`src/rtl/ecb_pkg.sv`:
```
package ecb_pkg;
  localparam int REG_W  = 16;
  localparam int CNT_W  = 12;
  localparam int CLS_W  = 2;
  localparam int STEP_W = 3;

  typedef enum logic [CLS_W-1:0] {
    CLS_PLAIN  = 2'd0,
    CLS_DOUBLE = 2'd1,
    CLS_RMW    = 2'd2,
    CLS_HEAVY  = 2'd3
  } match_class_e;
endpackage

```
`src/rtl/ecb_step_decode.sv`:
```
module ecb_step_decode
  import ecb_pkg::*;
#(
  parameter int STEP_WIDTH = STEP_W
) (
  input  logic [CLS_W-1:0]      cls_i,
  output logic [STEP_WIDTH-1:0] step_o
);
  match_class_e cls;
  assign cls = match_class_e'(cls_i);

  always_comb begin
    unique case (cls)
      CLS_PLAIN:  step_o = STEP_WIDTH'(1);
      CLS_DOUBLE: step_o = STEP_WIDTH'(2);
      CLS_RMW:    step_o = STEP_WIDTH'(3);
      CLS_HEAVY:  step_o = STEP_WIDTH'(4);
      default:    step_o = STEP_WIDTH'(1);
    endcase
  end
endmodule

```
`src/rtl/ecb_count_reg.sv`:
```
module ecb_count_reg #(
  parameter int CNT_WIDTH  = 12,
  parameter int STEP_WIDTH = 3
) (
  input  logic                  clk,
  input  logic                  rst,
  input  logic                  wr_en_i,
  input  logic [CNT_WIDTH-1:0]  wr_cnt_i,
  input  logic                  dec_en_i,
  input  logic [STEP_WIDTH-1:0] step_i,
  output logic [CNT_WIDTH-1:0]  cnt_o
);
  localparam logic [CNT_WIDTH-1:0] ONE = CNT_WIDTH'(1);

  logic [CNT_WIDTH-1:0] cnt_q;
  logic [CNT_WIDTH-1:0] step_ext;
  logic [CNT_WIDTH-1:0] dec_val;

  assign step_ext = CNT_WIDTH'(step_i);
  // a step that reaches the count stops at one
  assign dec_val  = (cnt_q <= step_ext) ? ONE : (cnt_q - step_ext);

  always_ff @(posedge clk) begin
    if (rst) begin
      cnt_q <= '0;
    end else if (wr_en_i) begin
      cnt_q <= wr_cnt_i;
    end else if (dec_en_i) begin
      cnt_q <= dec_val;
    end
  end

  assign cnt_o = cnt_q;
endmodule

```
`src/rtl/ecb_break_qual.sv`:
```
module ecb_break_qual #(
  parameter int CNT_WIDTH = 12
) (
  input  logic                 mode_en_i,
  input  logic                 match_i,
  input  logic [CNT_WIDTH-1:0] cnt_i,
  output logic                 brk_o,
  output logic                 dec_en_o
);
  logic at_floor;
  // zero and one both count as the last allowed match
  assign at_floor = (cnt_i[CNT_WIDTH-1:1] == '0);
  assign brk_o    = match_i & (~mode_en_i | at_floor);
  assign dec_en_o = match_i & mode_en_i;
endmodule

```
`src/rtl/exec_count_break.sv`:
```
module exec_count_break
  import ecb_pkg::*;
(
  input  logic             clk,
  input  logic             rst,
  input  logic             reg_wr_en,
  input  logic [REG_W-1:0] reg_wr_data,
  output logic [REG_W-1:0] reg_rd_data,
  input  logic             cnt_mode_en,
  input  logic             match_vld,
  input  logic [CLS_W-1:0] match_class,
  output logic             brk_pulse
);
  localparam int PAD_W = REG_W - CNT_W;

  logic [STEP_W-1:0] step;
  logic [CNT_W-1:0]  cnt;
  logic              dec_en;
  logic              unused_hi_bits;

  assign unused_hi_bits = ^reg_wr_data[REG_W-1:CNT_W];

  ecb_step_decode #(.STEP_WIDTH(STEP_W)) u_step (
    .cls_i  (match_class),
    .step_o (step)
  );

  ecb_break_qual #(.CNT_WIDTH(CNT_W)) u_qual (
    .mode_en_i (cnt_mode_en),
    .match_i   (match_vld),
    .cnt_i     (cnt),
    .brk_o     (brk_pulse),
    .dec_en_o  (dec_en)
  );

  ecb_count_reg #(.CNT_WIDTH(CNT_W), .STEP_WIDTH(STEP_W)) u_cnt (
    .clk      (clk),
    .rst      (rst),
    .wr_en_i  (reg_wr_en),
    .wr_cnt_i (reg_wr_data[CNT_W-1:0]),
    .dec_en_i (dec_en),
    .step_i   (step),
    .cnt_o    (cnt)
  );

  assign reg_rd_data = {{PAD_W{1'b0}}, cnt};
endmodule

```
`config.mk`:
```
export PLATFORM = sky130hd
export DESIGN_NAME = exec_count_break
export DESIGN_NICKNAME = d
export VERILOG_FILES = /design/src/rtl/ecb_pkg.sv /design/src/rtl/ecb_step_decode.sv /design/src/rtl/ecb_count_reg.sv /design/src/rtl/ecb_break_qual.sv /design/src/rtl/exec_count_break.sv
export SDC_FILE = /design/constraint.sdc
export NUM_CORES = 1
export LEC_CHECK = 0
export ABC_AREA = 1
export BUFFER_PORTS_ARGS = -buffer_cell sky130_fd_sc_hd__buf_2
export CORE_MARGIN = 8
export CORE_UTILIZATION = 30
export CTS_BUF_LIST = sky130_fd_sc_hd__clkbuf_4 sky130_fd_sc_hd__clkbuf_8
export CTS_CLUSTER_SIZE = 14
export DETAILED_ROUTE_END_ITERATION = 8
export SLEW_MARGIN = 15
export SYNTH_ARGS = -nofsm -noshare
export SYNTH_HDL_FRONTEND = slang
export SYNTH_HIERARCHICAL = 1
export SYNTH_SLANG_ARGS = --single-unit
```
`constraint.sdc`:
```
create_clock -name clk -period 2.06 [get_ports clk]
set_input_delay 0.103 -clock clk [delete_from_list [all_inputs] [get_ports clk]]
set_output_delay 0.103 -clock clk [all_outputs]
set_load 0.005 [all_outputs]
```
* Yosys cells after proc, flatten, opt, wreduce, memory -nomap -nowiden
Cells that the tools add are included.
** Operators by class
- $add $sub $neg :: 1
- $lt $le $gt $ge :: 1
- Eq/ne operators :: 3
- Muxes and demuxes :: 4
- Bitwise operators :: 4
- Reduce and logical (&&, ||, !) cells :: 3
** Operators with widths (number)
- $mux 12 :: 3
- $le 12x3->1 :: 1
- $pmux 3 s4 :: 1
- $sub 12x3->12 :: 1
- $logic_not 11->1 :: 1
- $eq 2x2->1 const B :: 2
- $and 1x1->1 :: 2
- $eq 2x1->1 const B :: 1
- $logic_not 2->1 :: 1
- $reduce_bool 2->1 :: 1
- $not 1->1 :: 1
- $or 1x1->1 :: 1
** Storage, ports and cells
- Flip-flop bits (word level) :: 12
- Input bits :: 23
- Output and inout bits :: 17
- Logic and storage cells :: 17

* Depth between registers and ports, before layout
Gate-level depths: netlist (run 1).
- Depth after elaboration :: 6
- Mapped depth :: 16
- Gate-level depth less buffers :: 16

* Cells and area by module
The synthesis (run 1) kept the hierarchy.
** Modules (own cells, without submodules)
- ecb_count_reg :: times used 1, cells an instance 135, area an instance 890.9 µm², sequential area each 240.2 µm²
- ecb_break_qual :: times used 1, cells an instance 15, area an instance 63.8 µm², sequential area each 0.0 µm²
- ecb_step_decode :: times used 1, cells an instance 8, area an instance 56.3 µm², sequential area each 0.0 µm²
- exec_count_break :: times used 1, cells an instance 5, area an instance 33.8 µm², sequential area each 0.0 µm²

* Worst setup path after synthesis (run 1)
No wires, ideal clock.
- Path kind :: input-to-reg
- Start point :: input match_class[0]
- End point :: register u_cnt.cnt_q[5], in the netlist u_cnt/cnt_o[5]
- Library setup time :: 0.130 ns
- Arrival time :: 1.587 ns
- Required time :: 1.930 ns
- Slack :: 0.343 ns
- Cell stages on the path :: 15
- Path buffers :: 0
- Cells stage by stage :: inv_1 ha_1 inv_1 nand2_1 ha_1 inv_1 fa_1 nand2_1 nand2_2 nand2_1 nand2_2 nand2_4 nor2_8 a21oi_1 nor2_1
** Between the ends
- Cells in the longest elaborated chain, start to end :: 6
- Elaborated cells on any way between the ends :: 10
- Classes of those cells :: add/sub (1); order compare (1); eq/ne (3); mux (4); reduce/logical (1)
** Ends and longest elaborated chain
- start, declared :: line exec_count_break.sv:11 : input logic [CLS_W-1:0] match_class,
- $eq 2x2->1 (tied with other cells) :: line ecb_step_decode.sv:13 : unique case (cls)
- $pmux 3 s4 (*) :: line ecb_step_decode.sv:13
- net step[0] :: line exec_count_break.sv:16 : logic [STEP_W-1:0] step;
- $sub 12x3->12 / $le 12x3->1 (equally long branches) :: line ecb_count_reg.sv:21 : assign dec_val = (cnt_q <= step_ext) ? ONE : (cnt_q - step_ext);
- $mux 12 (*) :: line ecb_count_reg.sv:21
- $mux 12 (*) :: line ecb_count_reg.sv:28 : end else if (dec_en_i) begin
- $mux 12 (*) :: line ecb_count_reg.sv:26 : end else if (wr_en_i) begin
- end signal, assigned :: line ecb_count_reg.sv:27 : cnt_q <= wr_cnt_i;
- end signal, assigned :: line ecb_count_reg.sv:29 : cnt_q <= dec_val;
- end, declared :: line ecb_count_reg.sv:15 : logic [CNT_WIDTH-1:0] cnt_q;
Mark *: on every way through the listed nets, which the timed path passes. The rest lies on a longest branch. The select of a mux whose other input is x is not followed.
A chain may end at the register's enable or synchronous reset.

* Worst setup path in the final report (run 1)
- Start point :: register u_cnt.cnt_q[0], in the netlist u_cnt/cnt_o[0]
- End point :: register u_cnt.cnt_q[4], in the netlist u_cnt/cnt_o[4]
** Between the ends
- Cells in the longest elaborated chain, start to end :: 4
- Elaborated cells on any way between the ends :: 5
- Classes of those cells :: add/sub (1); order compare (1); mux (3)
** Ends and longest elaborated chain (line)
- $sub 12x3->12 / $le 12x3->1 (equally long branches) :: ecb_count_reg.sv:21
- $mux 12 (*) :: ecb_count_reg.sv:21
- $mux 12 (*) :: ecb_count_reg.sv:28
- $mux 12 (*) :: ecb_count_reg.sv:26
Mark *: on every way between the ends. The rest lies on a longest branch, timed or not. The select of a mux whose other input is x is not followed.

==> qor.csv, run 1 <==
stage,metric,value,unit
flow_run,maxCapViolations,0,
global_routing,use_met2,15.9,%
global_routing,grt_pass1_wl,4870,um
global_routing,overflow,0,
clock_tree,postCtsSetupBuffers,0,
clock_tree,htree_levels,1,
finish,largest_register_ffs,12,
power_and_ir_drop,powerDensity,572,mW/mm2
yosys,syn_inst,163,
route,drc,0,
floorplanning,initial_core_util,31.3,%
global_routing,grt_max_degree,14,
placement,gp_congestion,0.849,
global_routing,top_usage_layer,met2,
global_routing,use_met3,2.13,%
global_routing,grt_antenna_before_repair,0,
timing,setup_viol,0,
setup_path,path_common_cell,nand2_1,
timing,fmax,534,MHz
placement,dp_hpwl,2240,um
route,ant_nets,0,
global_routing,grt_pass1_vias,1073,
timing,clock_skew,0.00215,ns
setup_path,slowest_stage,fa_1,
setup_path,worstSetupStartpointType,register,
timing,finalCriticalPeriod,1.87,ns
finish,area.growth.synth_to_final,20.7,%
yosys,yosysWarnings,6,
setup_path,cpPeakStageDelay,0.39,ns
floorplanning,ioPinCount,40,
route,drt_pass1_iterations,4,
floorplanning,chipWidth,75.0,um
finish,nets,227,
clock_tree,holdBufCountCts,0,
setup_path,arrival,2.03,ns
placement,io_buffer_count,31,
route,wl,2920,um
clock_tree,cts_buffers,3,
clock_tree,clock_latency,0.27,ns
placement,placed_area,0.00124,mm2
timing,slew_viol_final,0,
setup_path,crit_chain,inv_1 > ha_1 > inv_1 > fa_1 > nand2_1 > nand2_2 > nand2_1 > nand2_2 > nand2_4 > nand2_1 > nand3_1 > a21oi_1,
timing,tns,0,ns
setup_path,cp.buffers_inverters,2,
floorplanning,rows,21,
finish,antenna-diode-count,0,
timing,whs,0.0808,ns
finish,fin_area,0.00126,mm2
floorplanning,core,0.00334,mm2
yosys,netlist_area,0.00104,mm2
global_routing,grtUsageMet1,15.8,%
floorplanning,fp.dieH,75.0,um
route,via_per_inst,4.55,
power_and_ir_drop,vdd_drop_max,0.248,mV
clock_tree,cts_tree,built,
clock_tree,cts.sinks,12,
yosys,synth_cell_types,27,
global_routing,track_usage,11.1,%
timing,fin_crit_sh,90.9,%
timing,grt_setup_unrepaired,no,
timing,hold_violations,0,
yosys,seq_area_frac_synth,23.0,%
setup_path,cp.required,2.22,ns
yosys,syn_avg_cell_area,6.41,um2
floorplanning,dieArea,0.00563,mm2
hold_path,hold_path.class,primary input to register,
yosys,ys_seq_elements,12,
setup_path,critPathCaptureType,register,
clock_tree,clockBufferDepth,2,
finish,drive_gt1_share,25.1,%
route,vias,1097,
power_and_ir_drop,power,721,uW
setup_path,crit_family,simple AND/OR/NAND/NOR gates,
status,status,"complete, no violations",
setup_path,path_class,register to register,
route,wl_per_cell,12.1,um
clock_tree,cts_resized,0,
clock_tree,cts-root-buf,clkbuf_4,
power_and_ir_drop,leakage,0.671,nW
setup_path,crit_fanout,5,
clock_tree,clk_pin_slew,0.08,ns
route,first_iter_violations,68,
[area by class of cell]
class	instances	area, um2
sequential	12	240
tap	46	57.6
inverter	27	101
clock buffer	3	22.5
timing repair buffer	32	163
fill	405	2080
multi-input combinational	121	677
[cell usage after synthesis (all sizes together)]
master | number | area [um2]
a211oi | 1 | 7.51
a21oi | 12 | 71.3
a22oi | 5 | 37.5
and2 | 1 | 6.26
buf | 4 | 30.0
clkbuf | 2 | 7.51
clkinv | 1 | 3.75
conb | 1 | 3.75
dfxtp | 12 | 240
fa | 1 | 20.0
ha | 6 | 75.1
inv | 26 | 97.6
nand2 | 41 | 166
nand3 | 7 | 45.0
nand4 | 5 | 31.3
nor2 | 27 | 138
o21ai | 8 | 40.0
or2 | 1 | 6.26
xor2 | 2 | 17.5
[metal layers]
layer  vias up  part of all wire (%)
li1        572                     -
met1       487                    50
met2        36                    41
met3         2                   8.7
met4         0                  0.58
met5         -                     0
[layout by cell type (no fill, tap or decap), drive strengths merged, types with 2 or more instances in the layout]
cell type  Yosys  final
a21oi         12     12
xor2           2      2
o21ai          8      8
inv           26     26
conb           1      4
ha             6      6
nand3          7      7
a22oi          5      5
dfxtp         12     12
buf            4     32
nand2         41     41
clkbuf         2      3
nand4          5      5
nor2          27     27
[path summary, 6_finish.rpt]
check | startpoint | endpoint | slack, ns | cells after the start
hold reg to reg | u_cnt/cnt_o[0] | u_cnt/cnt_o[0] | 0.58 | 4
hold / removal | reg_wr_data[4] | u_cnt/cnt_o[4] | 0.08 | 3
setup reg to reg | u_cnt/cnt_o[0] | u_cnt/cnt_o[4] | 0.19 | 12
setup / recovery | u_cnt/cnt_o[0] | u_cnt/cnt_o[4] | 0.19 | 12
[worst reg2reg max path, stage by stage (launching register included)]
cell and delay [ns]:
dfxtp_1 0.31, inv_1 0.07, ha_1 0.16, inv_1 0.05, fa_1 0.39, nand2_1 0.12
nand2_2 0.09, nand2_1 0.09, nand2_2 0.07, nand2_4 0.09, nand2_1 0.12, nand3_1 0.13
a21oi_1 0.07
[kinds of logic (layout without fill, tap and decap cells)]
kind of cell | after synthesis | after routing | share of synthesized area (%)
compound gates | 26 | 26 | 15.0
xor+xnor | 2 | 2 | 1.68
fa+ha+maj | 7 | 7 | 9.10
buf+inv | 33 | 62 | 13.3
flops | 12 | 12 | 23.0
other cells | 1 | 4 | 0.359
simple gates | 82 | 82 | 37.6
[metrics by stage]
stage	util, %	std cells	setup WS [ns]
3_5_place_dp	37.1	238	0.0572
2_1_floorplan	-	166	0.343
6_report	37.8	241	0.187
4_1_cts	37.8	241	0.200
5_1_grt	37.8	241	0.0104
3_3_place_gp	37.1	238	0.0546
[power breakdown]
part | total (mW) | switching, mW | internal [mW]
Combinational | 0.291 | 0.176 | 0.115
Sequential | 0.279 | 0.0280 | 0.251
Clock | 0.150 | 0.0828 | 0.0676
Note: power is estimated with default switching activity, not from simulation.
==> run 2, diff against run 1 <==
--- a/config.mk
+++ b/config.mk
@@ -7,11 +7,12 @@
 export LEC_CHECK = 0
 export ABC_AREA = 1
 export BUFFER_PORTS_ARGS = -buffer_cell sky130_fd_sc_hd__buf_2
-export CORE_MARGIN = 8
-export CORE_UTILIZATION = 30
+export CORE_MARGIN = 4
+export CORE_UTILIZATION = 47
 export CTS_BUF_LIST = sky130_fd_sc_hd__clkbuf_4 sky130_fd_sc_hd__clkbuf_8
 export CTS_CLUSTER_SIZE = 14
 export DETAILED_ROUTE_END_ITERATION = 8
+export PLACE_DENSITY = 0.77
 export SLEW_MARGIN = 15
 export SYNTH_ARGS = -nofsm -noshare
 export SYNTH_HDL_FRONTEND = slang
==> qor.csv, run 2 (synthesis results as in run 1) <==
stage,metric,value,unit,change
finish,final_cell_mix,"nand2_1, buf_2, inv_1",,unchanged
setup_path,cp.required,2.22,ns,about the same
power_and_ir_drop,powerDensity,613,mW/mm2,was 572 mW/mm2
clock_tree,htree_levels,1,,unchanged
clock_tree,cts_resized,0,,unchanged
placement,dp_hpwl,2010,um,was 2240 um
hold_path,hold_path.class,primary input to register,,unchanged
power_and_ir_drop,vdd_drop_max,0.424,mV,was 0.248 mV
route,drt_pass1_iterations,4,,unchanged
setup_path,cpPeakStageDelay,0.37,ns,was 0.39 ns
setup_path,reg2reg_to,u_cnt/cnt_o[11],,was u_cnt/cnt_o[4]
global_routing,grt_max_degree,14,,unchanged
finish,largest_register_ffs,12,,unchanged
floorplanning,chipWidth,55.1,um,was 75.0 um
finish,area.growth.synth_to_final,19.8,%,was 20.7%
setup_path,path_class,register to register,,unchanged
setup_path,slowest_stage,fa_1,,unchanged
setup_path,rr_startpoint,u_cnt/cnt_o[0],,unchanged
setup_path,crit_fanout,5,,unchanged
global_routing,overflow,0,,unchanged
finish,fin_area,0.00125,mm2,was 0.00126 mm2
timing,tns,0,ns,unchanged
placement,io_buffer_count,31,,unchanged
clock_tree,cts_tree,built,,unchanged
timing,slew_viol_final,0,,unchanged
global_routing,grt_pass1_vias,994,,was 1073
clock_tree,clk_pin_slew,0.08,ns,about the same
setup_path,worstSetupStartpointType,register,,unchanged
timing,fin_crit_sh,90.9,%,about the same
hold_path,hold_end,u_cnt/cnt_o[4],,unchanged
setup_path,r2r_cells,12,,unchanged
floorplanning,rows,16,,was 21
floorplanning,core,0.00204,mm2,was 0.00334 mm2
placement,placed_cells,219,,was 238
power_and_ir_drop,power_frac_clock,25.3,%,was 20.9%
clock_tree,cts_buffers,3,,unchanged
setup_path,crit_chain,inv_1 > ha_1 > inv_1 > fa_1 > nand2_1 > nand2_2 > nand2_1 > nand2_2 > nand2_4 > nand2_1 > nand3_1 > a21oi_1,,unchanged
clock_tree,holdBufCountCts,0,,unchanged
clock_tree,cts-root-buf,clkbuf_4,,unchanged
floorplanning,ioPinCount,40,,unchanged
status,status,"complete, no violations",,unchanged
hold_path,hold_depth,3,,unchanged
timing,finalCriticalPeriod,1.87,ns,about the same
setup_path,path_common_cell,nand2_1,,unchanged
route,ant_nets,0,,unchanged
timing,hold_violations,0,,unchanged
clock_tree,clock_latency,0.28,ns,was 0.27 ns
power_and_ir_drop,p_sw,293,uW,was 287 uW
placement,gp_congestion,0.904,,was 0.849
power_and_ir_drop,swShare,38.2,%,was 39.8%
route,via_per_inst,5.12,,was 4.55
finish,final_cells,223,,was 241
setup_path,rrSetupSlack,0.19,ns,about the same
global_routing,grt_antenna_before_repair,0,,unchanged
finish,layout_commonest_cell,nand2_1,,unchanged
global_routing,grt_pass1_wl,4330,um,was 4870 um
timing,clock_skew,0.00429,ns,was 0.00215 ns
route,drc,0,,unchanged
power_and_ir_drop,pwr-share-comb,38.4,%,was 40.4%
timing,grt_setup_unrepaired,no,,unchanged
clock_tree,cts.sinks,12,,unchanged
setup_path,arrival,2.03,ns,about the same
floorplanning,initial_core_util,51.2,%,was 31.3%
floorplanning,dieArea,0.00304,mm2,was 0.00563 mm2
global_routing,track_usage,19.9,%,was 11.1%
flow_run,maxCapViolations,0,,unchanged
route,vias,1141,,was 1097
finish,antenna-diode-count,0,,unchanged
finish,drive_gt1_share,25.5,%,was 25.1%
timing,fmax,534,MHz,about the same
route,first_iter_violations,56,,was 68
power_and_ir_drop,internal_power,474,uW,was 434 uW
route,wl,2640,um,was 2920 um
setup_path,critPathCaptureType,register,,unchanged
clock_tree,clockBufferDepth,2,,unchanged
hold_path,hold_start,reg_wr_data[4],,unchanged
placement,placed_area,0.00121,mm2,was 0.00124 mm2
timing,setup_viol,0,,unchanged
floorplanning,fp.dieH,55.1,um,was 75.0 um
power_and_ir_drop,power_frac_seq,36.3,%,was 38.7%
finish,nets,227,,unchanged
route,wl_per_cell,11.8,um,was 12.1 um
power_and_ir_drop,leakage,0.679,nW,was 0.671 nW
clock_tree,postCtsSetupBuffers,0,,unchanged
==> run 2: worst max-delay path by stage <==
stage / end / start / cells past startpoint
after global routing: u_cnt/cnt_o[10] / u_cnt/cnt_o[0] / 11
final: u_cnt/cnt_o[11] / u_cnt/cnt_o[0] / 12
after detailed placement: u_cnt/cnt_o[11] / match_class[0] / 16
after CTS: u_cnt/cnt_o[11] / u_cnt/cnt_o[0] / 12
after floorplan: u_cnt/cnt_o[5] / match_class[0] / 15
after global placement: u_cnt/cnt_o[11] / match_class[0] / 16
==> run 2: layout make-up <==
class                           instances  area (um2)
Timing Repair Buffer                   32         163
Multi-Input combinational cell        121         677
Sequential cell                        12         240
Inverter                               27         101
Tap cell                               27        33.8
Fill cell                             207         791
Clock buffer                            4        36.3
==> run 2: per-stage QoR <==
stage	power (mW)	util [%]	worst slack (ns)	hold WS [ns]
finish	0.767	61.3	0.188	0.0814
global route	0.832	61.3	0.0439	0.0702
floorplan	0.489	-	0.343	0.172
global placement	0.562	59.5	0.111	0.357
detailed placement	0.574	59.5	0.0556	0.365
CTS	0.768	61.3	0.201	0.0759
==> run 2: critical path, delay by kind of cell (launching register included) <==
family,cells,cell delay (ns)
buf+inv,2,0.13
flops,1,0.31
fa+ha+maj,2,0.55
compound gates,1,0.07
simple gates,7,0.70
==> run 2: power by group through the flow <==
stage | clock (mW) | sequential (mW) | combinational (mW)
after CTS | 0.198 | 0.278 | 0.292
after floorplan | 0 | 0.280 | 0.209
after global placement | 0 | 0.282 | 0.280
final | 0.194 | 0.278 | 0.295
after global routing | 0.215 | 0.283 | 0.334
after detailed placement | 0 | 0.283 | 0.290
==> run 2: routing by layer <==
layer | share of wire [%] | global-route usage [%] | vias to the layer above
met1 | 44 | 25.6 | 495
met2 | 45 | 32.7 | 66
li1 | - | - | 576
met3 | 10 | 3.49 | 4
met4 | 0.72 | 8.10 | 0
met5 | 0 | 0 | -
